**config.mk**
```make
export PLATFORM = sky130hd
export DESIGN_NAME = sermod_tx
export DESIGN_NICKNAME = d
export VERILOG_FILES = /design/src/rtl/sermod_pkg.sv /design/src/rtl/sermod_crc.sv /design/src/rtl/sermod_seq.sv /design/src/rtl/sermod_line.sv /design/src/rtl/sermod_tx.sv
export SDC_FILE = /design/constraint.sdc
export NUM_CORES = 1
export LEC_CHECK = 0
export ABC_AREA = 1
export BUFFER_PORTS_ARGS = -buffer_cell sky130_fd_sc_hd__buf_4
export CAP_MARGIN = 20
export CORE_ASPECT_RATIO = 0.5
export CORE_MARGIN = 5
export CORE_UTILIZATION = 30
export CTS_CLUSTER_SIZE = 12
export DETAILED_ROUTE_END_ITERATION = 8
export PLACE_DENSITY = 0.56
export SETUP_SLACK_MARGIN = 0.05
export SKIP_CTS_REPAIR_TIMING = 1
export SLEW_MARGIN = 20
export SYNTH_ARGS = -nofsm -noshare
export SYNTH_HDL_FRONTEND = slang
export SYNTH_SLANG_ARGS = --single-unit
```
**constraint.sdc**
```tcl
create_clock -name clk -period 5.8 [get_ports clk]
set_input_delay 0.87 -clock clk [delete_from_list [all_inputs] [get_ports clk]]
set_output_delay 0.87 -clock clk [all_outputs]
set_load 0.01 [all_outputs]
```
**src/rtl/sermod_pkg.sv**
```systemverilog
package sermod_pkg;

  localparam int CRC_MAX = 16;

  typedef enum logic [2:0] {
    PH_IDLE = 3'd0,
    PH_SYM  = 3'd1,
    PH_DAT  = 3'd2,
    PH_CRC  = 3'd3,
    PH_STP  = 3'd4
  } phase_t;

  typedef struct packed {
    logic       msb;
    logic       stop_en;
    logic       inv;
    logic       nrz;
    logic [1:0] crc_len;
    logic       crc_en;
  } cfg_t;

  function automatic logic [4:0] crc_len_of(input logic [1:0] code);
    case (code)
      2'b01:   return 5'd8;
      2'b11:   return 5'd16;
      default: return 5'd4;
    endcase
  endfunction

  function automatic logic [CRC_MAX-1:0] crc_mask_of(input logic [1:0] code);
    case (code)
      2'b01:   return 16'h00FF;
      2'b11:   return 16'hFFFF;
      default: return 16'h000F;
    endcase
  endfunction

endpackage

```
**src/rtl/sermod_crc.sv**
```systemverilog
module sermod_crc
  import sermod_pkg::*;
(
  input  logic               clk,
  input  logic               rst,
  input  logic               load,
  input  logic [CRC_MAX-1:0] init,
  input  logic [CRC_MAX-1:0] poly,
  input  logic [1:0]         len_code,
  input  logic               step,
  input  logic               din,
  output logic [CRC_MAX-1:0] crc
);

  logic [CRC_MAX-1:0] crc_q;
  logic [CRC_MAX-1:0] mask;
  logic [CRC_MAX-1:0] top_sh;
  logic               fb;

  always_comb begin
    mask   = crc_mask_of(len_code);
    top_sh = crc_q >> (crc_len_of(len_code) - 5'd1);
    fb     = top_sh[0] ^ din;
  end

  always_ff @(posedge clk) begin
    if (rst) begin
      crc_q <= '0;
    end else if (load) begin
      crc_q <= init;
    end else if (step) begin
      crc_q <= ((crc_q << 1) ^ (fb ? poly : '0)) & mask;
    end
  end

  assign crc = crc_q;

  AST_CRC_MASKED: assert property (@(posedge clk) disable iff (rst)
    (step && !load) |=> ((crc_q & ~mask) == '0));

endmodule

```
**src/rtl/sermod_seq.sv**
```systemverilog
module sermod_seq
  import sermod_pkg::*;
#(
  parameter int BYTE_W = 8,
  parameter int STOP_W = 16,
  localparam int NBW   = $clog2(BYTE_W),
  localparam int CW    = $clog2(BYTE_W) + 1,
  localparam int SLW   = $clog2(STOP_W + 1)
) (
  input  logic               clk,
  input  logic               rst,
  input  logic               tick,
  input  logic               start_acc,
  input  cfg_t               cfg,
  input  logic [STOP_W-1:0]  stop_pat,
  input  logic [SLW-1:0]     stop_len,
  input  logic [CRC_MAX-1:0] crc_val,
  input  logic               sym_empty,
  input  logic [BYTE_W-1:0]  sym_data,
  input  logic               dat_empty,
  input  logic [BYTE_W-1:0]  dat_data,
  input  logic [NBW-1:0]     dat_bits,
  output logic               sym_pop,
  output logic               dat_pop,
  output logic               busy,
  output logic               half_pend,
  output logic               emit,
  output logic               emit_lvl,
  output logic               finish,
  output logic               pay_step,
  output logic               pay_bit
);

  phase_t             phase, phase_n;
  logic [BYTE_W-1:0]  sh, sh_n;
  logic [CW-1:0]      cnt, cnt_n;
  logic               half_n, half_bit, hbit_n;
  logic [4:0]         crc_idx, cidx_n;
  logic [SLW-1:0]     stop_idx, sidx_n;

  // Bit-reversed copy of the data head for LSB-first order
  logic [BYTE_W-1:0]  rev;
  for (genvar g = 0; g < BYTE_W; g++) begin : g_rev
    assign rev[g] = dat_data[BYTE_W-1-g];
  end

  logic [BYTE_W-1:0]  aligned;
  logic [CW-1:0]      n_load;
  assign aligned = cfg.msb ? dat_data : rev;
  assign n_load  = (dat_bits == '0) ? CW'(BYTE_W) : {1'b0, dat_bits};

  phase_t             p;
  logic               done, bitv, man;
  logic [4:0]         cidx;
  logic [SLW-1:0]     sidx;
  logic [CRC_MAX-1:0] crc_sh;
  logic [STOP_W-1:0]  stop_sh;

  always_comb begin
    phase_n  = phase;
    sh_n     = sh;
    cnt_n    = cnt;
    half_n   = half_pend;
    hbit_n   = half_bit;
    cidx_n   = crc_idx;
    sidx_n   = stop_idx;
    sym_pop  = 1'b0;
    dat_pop  = 1'b0;
    emit     = 1'b0;
    emit_lvl = 1'b0;
    finish   = 1'b0;
    pay_step = 1'b0;
    p        = phase;
    done     = 1'b0;
    bitv     = 1'b0;
    man      = 1'b0;
    cidx     = '0;
    sidx     = '0;
    crc_sh   = '0;
    stop_sh  = '0;
    if (start_acc) begin
      phase_n = PH_SYM;
      cnt_n   = '0;
      half_n  = 1'b0;
    end else if (tick && phase != PH_IDLE) begin
      if (half_pend) begin
        emit     = 1'b1;
        emit_lvl = half_bit ^ cfg.inv;
        half_n   = 1'b0;
      end else begin
        // symbol bytes: raw, MSB-first
        if (p == PH_SYM) begin
          if (cnt != '0) begin
            bitv  = sh[BYTE_W-1];
            sh_n  = sh << 1;
            cnt_n = cnt - 1'b1;
            done  = 1'b1;
          end else if (!sym_empty) begin
            sym_pop = 1'b1;
            bitv    = sym_data[BYTE_W-1];
            sh_n    = sym_data << 1;
            cnt_n   = CW'(BYTE_W - 1);
            done    = 1'b1;
          end else begin
            p = PH_DAT;
          end
        end
        // payload: order per cfg, coded per cfg
        if (!done && p == PH_DAT) begin
          if (cnt != '0) begin
            bitv     = sh[BYTE_W-1];
            sh_n     = sh << 1;
            cnt_n    = cnt - 1'b1;
            done     = 1'b1;
            man      = !cfg.nrz;
            pay_step = 1'b1;
          end else if (!dat_empty) begin
            dat_pop  = 1'b1;
            bitv     = aligned[BYTE_W-1];
            sh_n     = aligned << 1;
            cnt_n    = n_load - 1'b1;
            done     = 1'b1;
            man      = !cfg.nrz;
            pay_step = 1'b1;
          end else begin
            p = cfg.crc_en ? PH_CRC : PH_STP;
          end
        end
        // checksum, MSB-first, coded like the payload
        if (!done && p == PH_CRC) begin
          cidx = (phase == PH_CRC) ? crc_idx : crc_len_of(cfg.crc_len);
          if (cidx != '0) begin
            crc_sh = crc_val >> (cidx - 5'd1);
            bitv   = crc_sh[0];
            cidx_n = cidx - 5'd1;
            done   = 1'b1;
            man    = !cfg.nrz;
          end else begin
            p = PH_STP;
          end
        end
        // stop pattern: raw, MSB-first
        if (!done && p == PH_STP) begin
          sidx = (phase == PH_STP) ? stop_idx : (cfg.stop_en ? stop_len : '0);
          if (sidx != '0) begin
            stop_sh = stop_pat >> (sidx - 1'b1);
            bitv    = stop_sh[0];
            sidx_n  = sidx - 1'b1;
            done    = 1'b1;
          end
        end
        if (done) begin
          emit    = 1'b1;
          phase_n = p;
          if (man) begin
            emit_lvl = ~bitv ^ cfg.inv;
            half_n   = 1'b1;
            hbit_n   = bitv;
          end else begin
            emit_lvl = bitv ^ cfg.inv;
          end
        end else begin
          finish  = 1'b1;
          phase_n = PH_IDLE;
        end
      end
    end
  end

  assign pay_bit = bitv;
  assign busy    = (phase != PH_IDLE);

  always_ff @(posedge clk) begin
    if (rst) begin
      phase     <= PH_IDLE;
      sh        <= '0;
      cnt       <= '0;
      half_pend <= 1'b0;
      half_bit  <= 1'b0;
      crc_idx   <= '0;
      stop_idx  <= '0;
    end else begin
      phase     <= phase_n;
      sh        <= sh_n;
      cnt       <= cnt_n;
      half_pend <= half_n;
      half_bit  <= hbit_n;
      crc_idx   <= cidx_n;
      stop_idx  <= sidx_n;
    end
  end

  AST_POP_NONEMPTY: assert property (@(posedge clk) disable iff (rst)
    (sym_pop |-> !sym_empty) and (dat_pop |-> !dat_empty));

  AST_NO_POP_IDLE: assert property (@(posedge clk) disable iff (rst)
    !busy |-> (!sym_pop && !dat_pop));

  AST_DAT_AFTER_SYM: assert property (@(posedge clk) disable iff (rst)
    dat_pop |-> sym_empty);

  AST_HALF_ONCE: assert property (@(posedge clk) disable iff (rst)
    (tick && half_pend && busy) |=> !half_pend);

endmodule

```
**src/rtl/sermod_line.sv**
```systemverilog
module sermod_line (
  input  logic clk,
  input  logic rst,
  input  logic start_acc,
  input  logic start_inv,
  input  logic emit,
  input  logic lvl,
  input  logic finish,
  input  logic idle_inv,
  output logic tx_out
);

  always_ff @(posedge clk) begin
    if (rst) begin
      tx_out <= 1'b0;
    end else if (start_acc) begin
      tx_out <= start_inv;
    end else if (emit) begin
      tx_out <= lvl;
    end else if (finish) begin
      tx_out <= idle_inv;
    end
  end

endmodule

```
**src/rtl/sermod_tx.sv**
```systemverilog
module sermod_tx
  import sermod_pkg::*;
#(
  parameter int BYTE_W = 8,
  parameter int STOP_W = 16,
  localparam int NBW   = $clog2(BYTE_W),
  localparam int SLW   = $clog2(STOP_W + 1)
) (
  input  logic               clk,
  input  logic               rst,
  input  logic               tick,
  input  logic               start,
  output logic               busy,
  input  logic               sym_empty,
  input  logic [BYTE_W-1:0]  sym_data,
  output logic               sym_pop,
  input  logic               dat_empty,
  input  logic [BYTE_W-1:0]  dat_data,
  input  logic [NBW-1:0]     dat_bits,
  output logic               dat_pop,
  input  logic               cfg_msb_first,
  input  logic               cfg_stop_en,
  input  logic               cfg_invert,
  input  logic               cfg_nrz,
  input  logic [1:0]         cfg_crc_len,
  input  logic               cfg_crc_en,
  input  logic [CRC_MAX-1:0] cfg_crc_poly,
  input  logic [CRC_MAX-1:0] cfg_crc_init,
  input  logic [STOP_W-1:0]  cfg_stop_pat,
  input  logic [SLW-1:0]     cfg_stop_len,
  output logic               tx_out
);

  cfg_t               cfg_q;
  logic [CRC_MAX-1:0] poly_q;
  logic [STOP_W-1:0]  pat_q;
  logic [SLW-1:0]     slen_q;
  logic               start_acc;
  logic               half_pend, emit, emit_lvl, finish, pay_step, pay_bit;
  logic [CRC_MAX-1:0] crc_val;

  assign start_acc = start && !busy;

  always_ff @(posedge clk) begin
    if (rst) begin
      cfg_q  <= '0;
      poly_q <= '0;
      pat_q  <= '0;
      slen_q <= '0;
    end else if (start_acc) begin
      cfg_q  <= '{msb: cfg_msb_first, stop_en: cfg_stop_en, inv: cfg_invert,
                  nrz: cfg_nrz, crc_len: cfg_crc_len, crc_en: cfg_crc_en};
      poly_q <= cfg_crc_poly;
      pat_q  <= cfg_stop_pat;
      slen_q <= (cfg_stop_len > SLW'(STOP_W)) ? SLW'(STOP_W) : cfg_stop_len;
    end
  end

  sermod_seq #(.BYTE_W(BYTE_W), .STOP_W(STOP_W)) u_seq (
    .clk       (clk),
    .rst       (rst),
    .tick      (tick),
    .start_acc (start_acc),
    .cfg       (cfg_q),
    .stop_pat  (pat_q),
    .stop_len  (slen_q),
    .crc_val   (crc_val),
    .sym_empty (sym_empty),
    .sym_data  (sym_data),
    .dat_empty (dat_empty),
    .dat_data  (dat_data),
    .dat_bits  (dat_bits),
    .sym_pop   (sym_pop),
    .dat_pop   (dat_pop),
    .busy      (busy),
    .half_pend (half_pend),
    .emit      (emit),
    .emit_lvl  (emit_lvl),
    .finish    (finish),
    .pay_step  (pay_step),
    .pay_bit   (pay_bit)
  );

  sermod_crc u_crc (
    .clk      (clk),
    .rst      (rst),
    .load     (start_acc),
    .init     (cfg_crc_init),
    .poly     (poly_q),
    .len_code (cfg_q.crc_len),
    .step     (pay_step),
    .din      (pay_bit),
    .crc      (crc_val)
  );

  sermod_line u_line (
    .clk       (clk),
    .rst       (rst),
    .start_acc (start_acc),
    .start_inv (cfg_invert),
    .emit      (emit),
    .lvl       (emit_lvl),
    .finish    (finish),
    .idle_inv  (cfg_q.inv),
    .tx_out    (tx_out)
  );

  AST_IDLE_LEVEL: assert property (@(posedge clk) disable iff (rst)
    !busy |-> (tx_out == cfg_q.inv));

  AST_CFG_LOCK: assert property (@(posedge clk) disable iff (rst)
    busy |=> ($stable(cfg_q) && $stable(poly_q) && $stable(pat_q)));

  AST_HOLD_NO_TICK: assert property (@(posedge clk) disable iff (rst)
    (busy && !tick) |=> $stable(tx_out));

  AST_MID_BIT_EDGE: assert property (@(posedge clk) disable iff (rst)
    (busy && tick && half_pend) |=> (tx_out != $past(tx_out)));

endmodule

```
==> flow_summary.ini <==
[clocking]
htreeDepth = 3
cts.sinks = 88
cts_max_path_buffers = 2
tritoncts = done
clock_latency_ns = 0.34
numCtsBuffers = 9
cts-root-buf = clkbuf_16
cts.clk_slew.worst_paths_ns = 0.07

[logic_synthesis]
ys_ff_latch = 88
synth_cells = 770
seq_area_frac_synth = 0.348
synth.avg_cell_area_um2 = 6.58
synth.cell_area_um2 = 5070
synth_warnings = 0
ys_async_sr_fraction = 0
synth_fp_nets = 860
synth_ff_type = dfxtp_1
synth-edff-count = 0
synth_cell_types = 46

[floorplanning]
core_um2 = 16500
dieArea_um2 = 19700
die_x_um = 194
die_h_um = 102
row_count = 33
io_pins = 89
start_util = 0.308

[worst_setup_path]
critical_path_class = register to register
setup.worst_path.end_class = register
crit_path_top_delay_cell = ha_1
cp.required_ns = 6.06
crit_family = simple AND/OR/NAND/NOR gates
startpoint_type = register
critPathMaxStageDelay_ns = 0.59
arrival_ns = 3.74
crit_chain = nand4_1 -> ha_1 -> inv_1 -> nand3_1 -> nand3_1 -> nand3_1 -> nand3_1 -> nand2_1 -> nand2_1 -> nand2_1 -> nand4_2 -> nand2_4 -> nand2_1 -> nand2_1 -> nand3_1 -> a21oi_1
path_max_fanout = 28
cp_num_buf_inv = 1
r2r_setup_slack_ns = 2.33

[timing]
period_share = 0.599
fin_ws_ns = 2.33
clock.fmax_mhz = 288
setup_viol = 0
finalMaxSlewViolations = 0
relSlewSlack = 0.372
finalHoldViolations = 0
hold_slack_ns = 0.446
finalClockSkew_ns = 0.0100
rsz0062_at_grt = false
period_needed_ns = 3.47
worst_slew_pin_slew_ns = 0.941
tns_ns = 0

[power]
leakagePower_nw = 2.64
power_density_nw_per_um2 = 256
ir_drop_uv = 131

[drt]
drt_wl_total_um = 14300
vias = 5153
firstDrtPassIters = 5
avgRoutedWirePerCell_um = 13.3
ant_nets = 0
post-route-drc-count = 0
vias_per_cell = 4.82
drtIter0Drc = 344

[placed_design]
placed_cells = 1054
place.gp.congestion = 0.891
dpl_worst_slack_ns = 2.35
io_buffers = 88
dp_hpwl_um = 10600

[final_layout]
ff_latch_area_um2 = 1760
nets = 928
fin_cells = 1070
utilization = 0.376
fill_cells = 1777
areaGrowthSynthToFinish_pct = 22.4
multi_input_area_um2 = 2780
drive_gt1_frac = 0.176
diodes = 0

[grt]
grt_pass1_wl_um = 23900
grt_max_degree = 72
grt-ovfl-total = 0
antenna_found_initial = 0
grt_pass1_vias = 4932
track_usage = 0.146

[run_status]
status = complete, no violations

[flow_run]
maxCapViolCount = 0

[worst_hold_path]
hold_path.class = register to register
final cells by class:
cell class              count  share of cell area
multi-input cells         550               0.449
flip-flops and latches     88               0.284
repair buffers             90               0.109
inverters                  99              0.0600
well taps                 227              0.0458
clock buffers              11              0.0392
clock inverters             5              0.0127
registers in the layout, indices dropped and copies added, names as in the netlist:
signal and cells:
cfg_q 7, pat_q 16, poly_q 16, slen_q 5, u_crc.crc 16, u_line.tx_out 1
u_seq.cnt 4, u_seq.crc_idx 5, u_seq.half_bit 1, u_seq.half_pend 1, u_seq.phase 3, u_seq.sh 8
u_seq.stop_idx 5
worst min-delay path, delay by kind of cell (launching register included):
family	cells	cell delay (ns)
flops	1	0.31
simple gates	2	0.10
per-stage QoR:
stage / area (µm²) / power [mW]
final: 6200 / 1.59
after global routing: 6200 / 1.67
after CTS: 6200 / 1.60
after floorplan: 5070 / 0.873
after global placement: 5880 / 0.970
after detailed placement: 5880 / 0.974
cells in the final DEF, fill, tap and decap left out, types with 5 or more instances in the layout:
cell | netlist | layout
a21oi_1 | 83 | 83
inv_1 | 88 | 88
nand3_2 | 5 | 6
ha_1 | 5 | 5
nand2_2 | 7 | 7
nand3_1 | 104 | 103
nor3_1 | 5 | 5
inv_2 | 10 | 10
dfxtp_1 | 88 | 88
nand4_1 | 6 | 6
nand2_1 | 190 | 190
clkbuf_16 | 0 | 9
nor2_1 | 37 | 37
o21ai_0 | 52 | 52
buf_4 | 3 | 90
Yosys cell counts (5+ instances only):
master,n,area (µm²)
nand3_2,5,50.1
buf_1,5,18.8
nand2_1,190,713
nand2_2,7,43.8
nand4_1,6,37.5
nor2_1,37,139
dfxtp_1,88,1760
a21oi_1,83,415
inv_1,88,330
ha_1,5,62.6
nor3_1,5,25.0
inv_2,10,37.5
clkbuf_1,20,75.1
o21ai_0,52,260
nand3_1,104,521
layer usage:
layer  vias up  GRT usage  wire [µm]  part of all wire
li1       2676          -          -                 -
met1      2369      0.197       7230              0.51
met2       102      0.245       6420              0.45
met3         6     0.0300        519             0.036
met4         0     0.0353         95            0.0067
met5         -          0          0                 0
cell families (layout without fill, tap and decap cells):
group                      after synthesis  in the layout  synth area share
DFF                                     88             88             0.348
buffers and inverters                  132            205             0.104
and+or+nand+nor                        372            372             0.340
adders and majority gates                5              5            0.0123
xor gates and xnor gates                 4              4           0.00963
AOI/OAI and AO/OA                      165            165             0.178
muxes                                    4              4           0.00790
report_power, final:
group / switching, mW / total [mW] / internal (mW)
clock network: 0.241 / 0.631 / 0.390
registers: 0.0270 / 0.667 / 0.640
logic: 0.177 / 0.291 / 0.114
final timing paths:
path	startpoint	to	depth (start not counted)
hold / removal	u_seq.sh[0]	u_seq.sh[0]	2
setup reg to reg	u_seq.phase[1]	u_crc.crc[12]	16
setup / recovery	u_seq.phase[1]	u_crc.crc[12]	16
hold reg to reg	u_seq.sh[0]	u_seq.sh[0]	2
No activity file was read; power rests on OpenSTA's default activity.
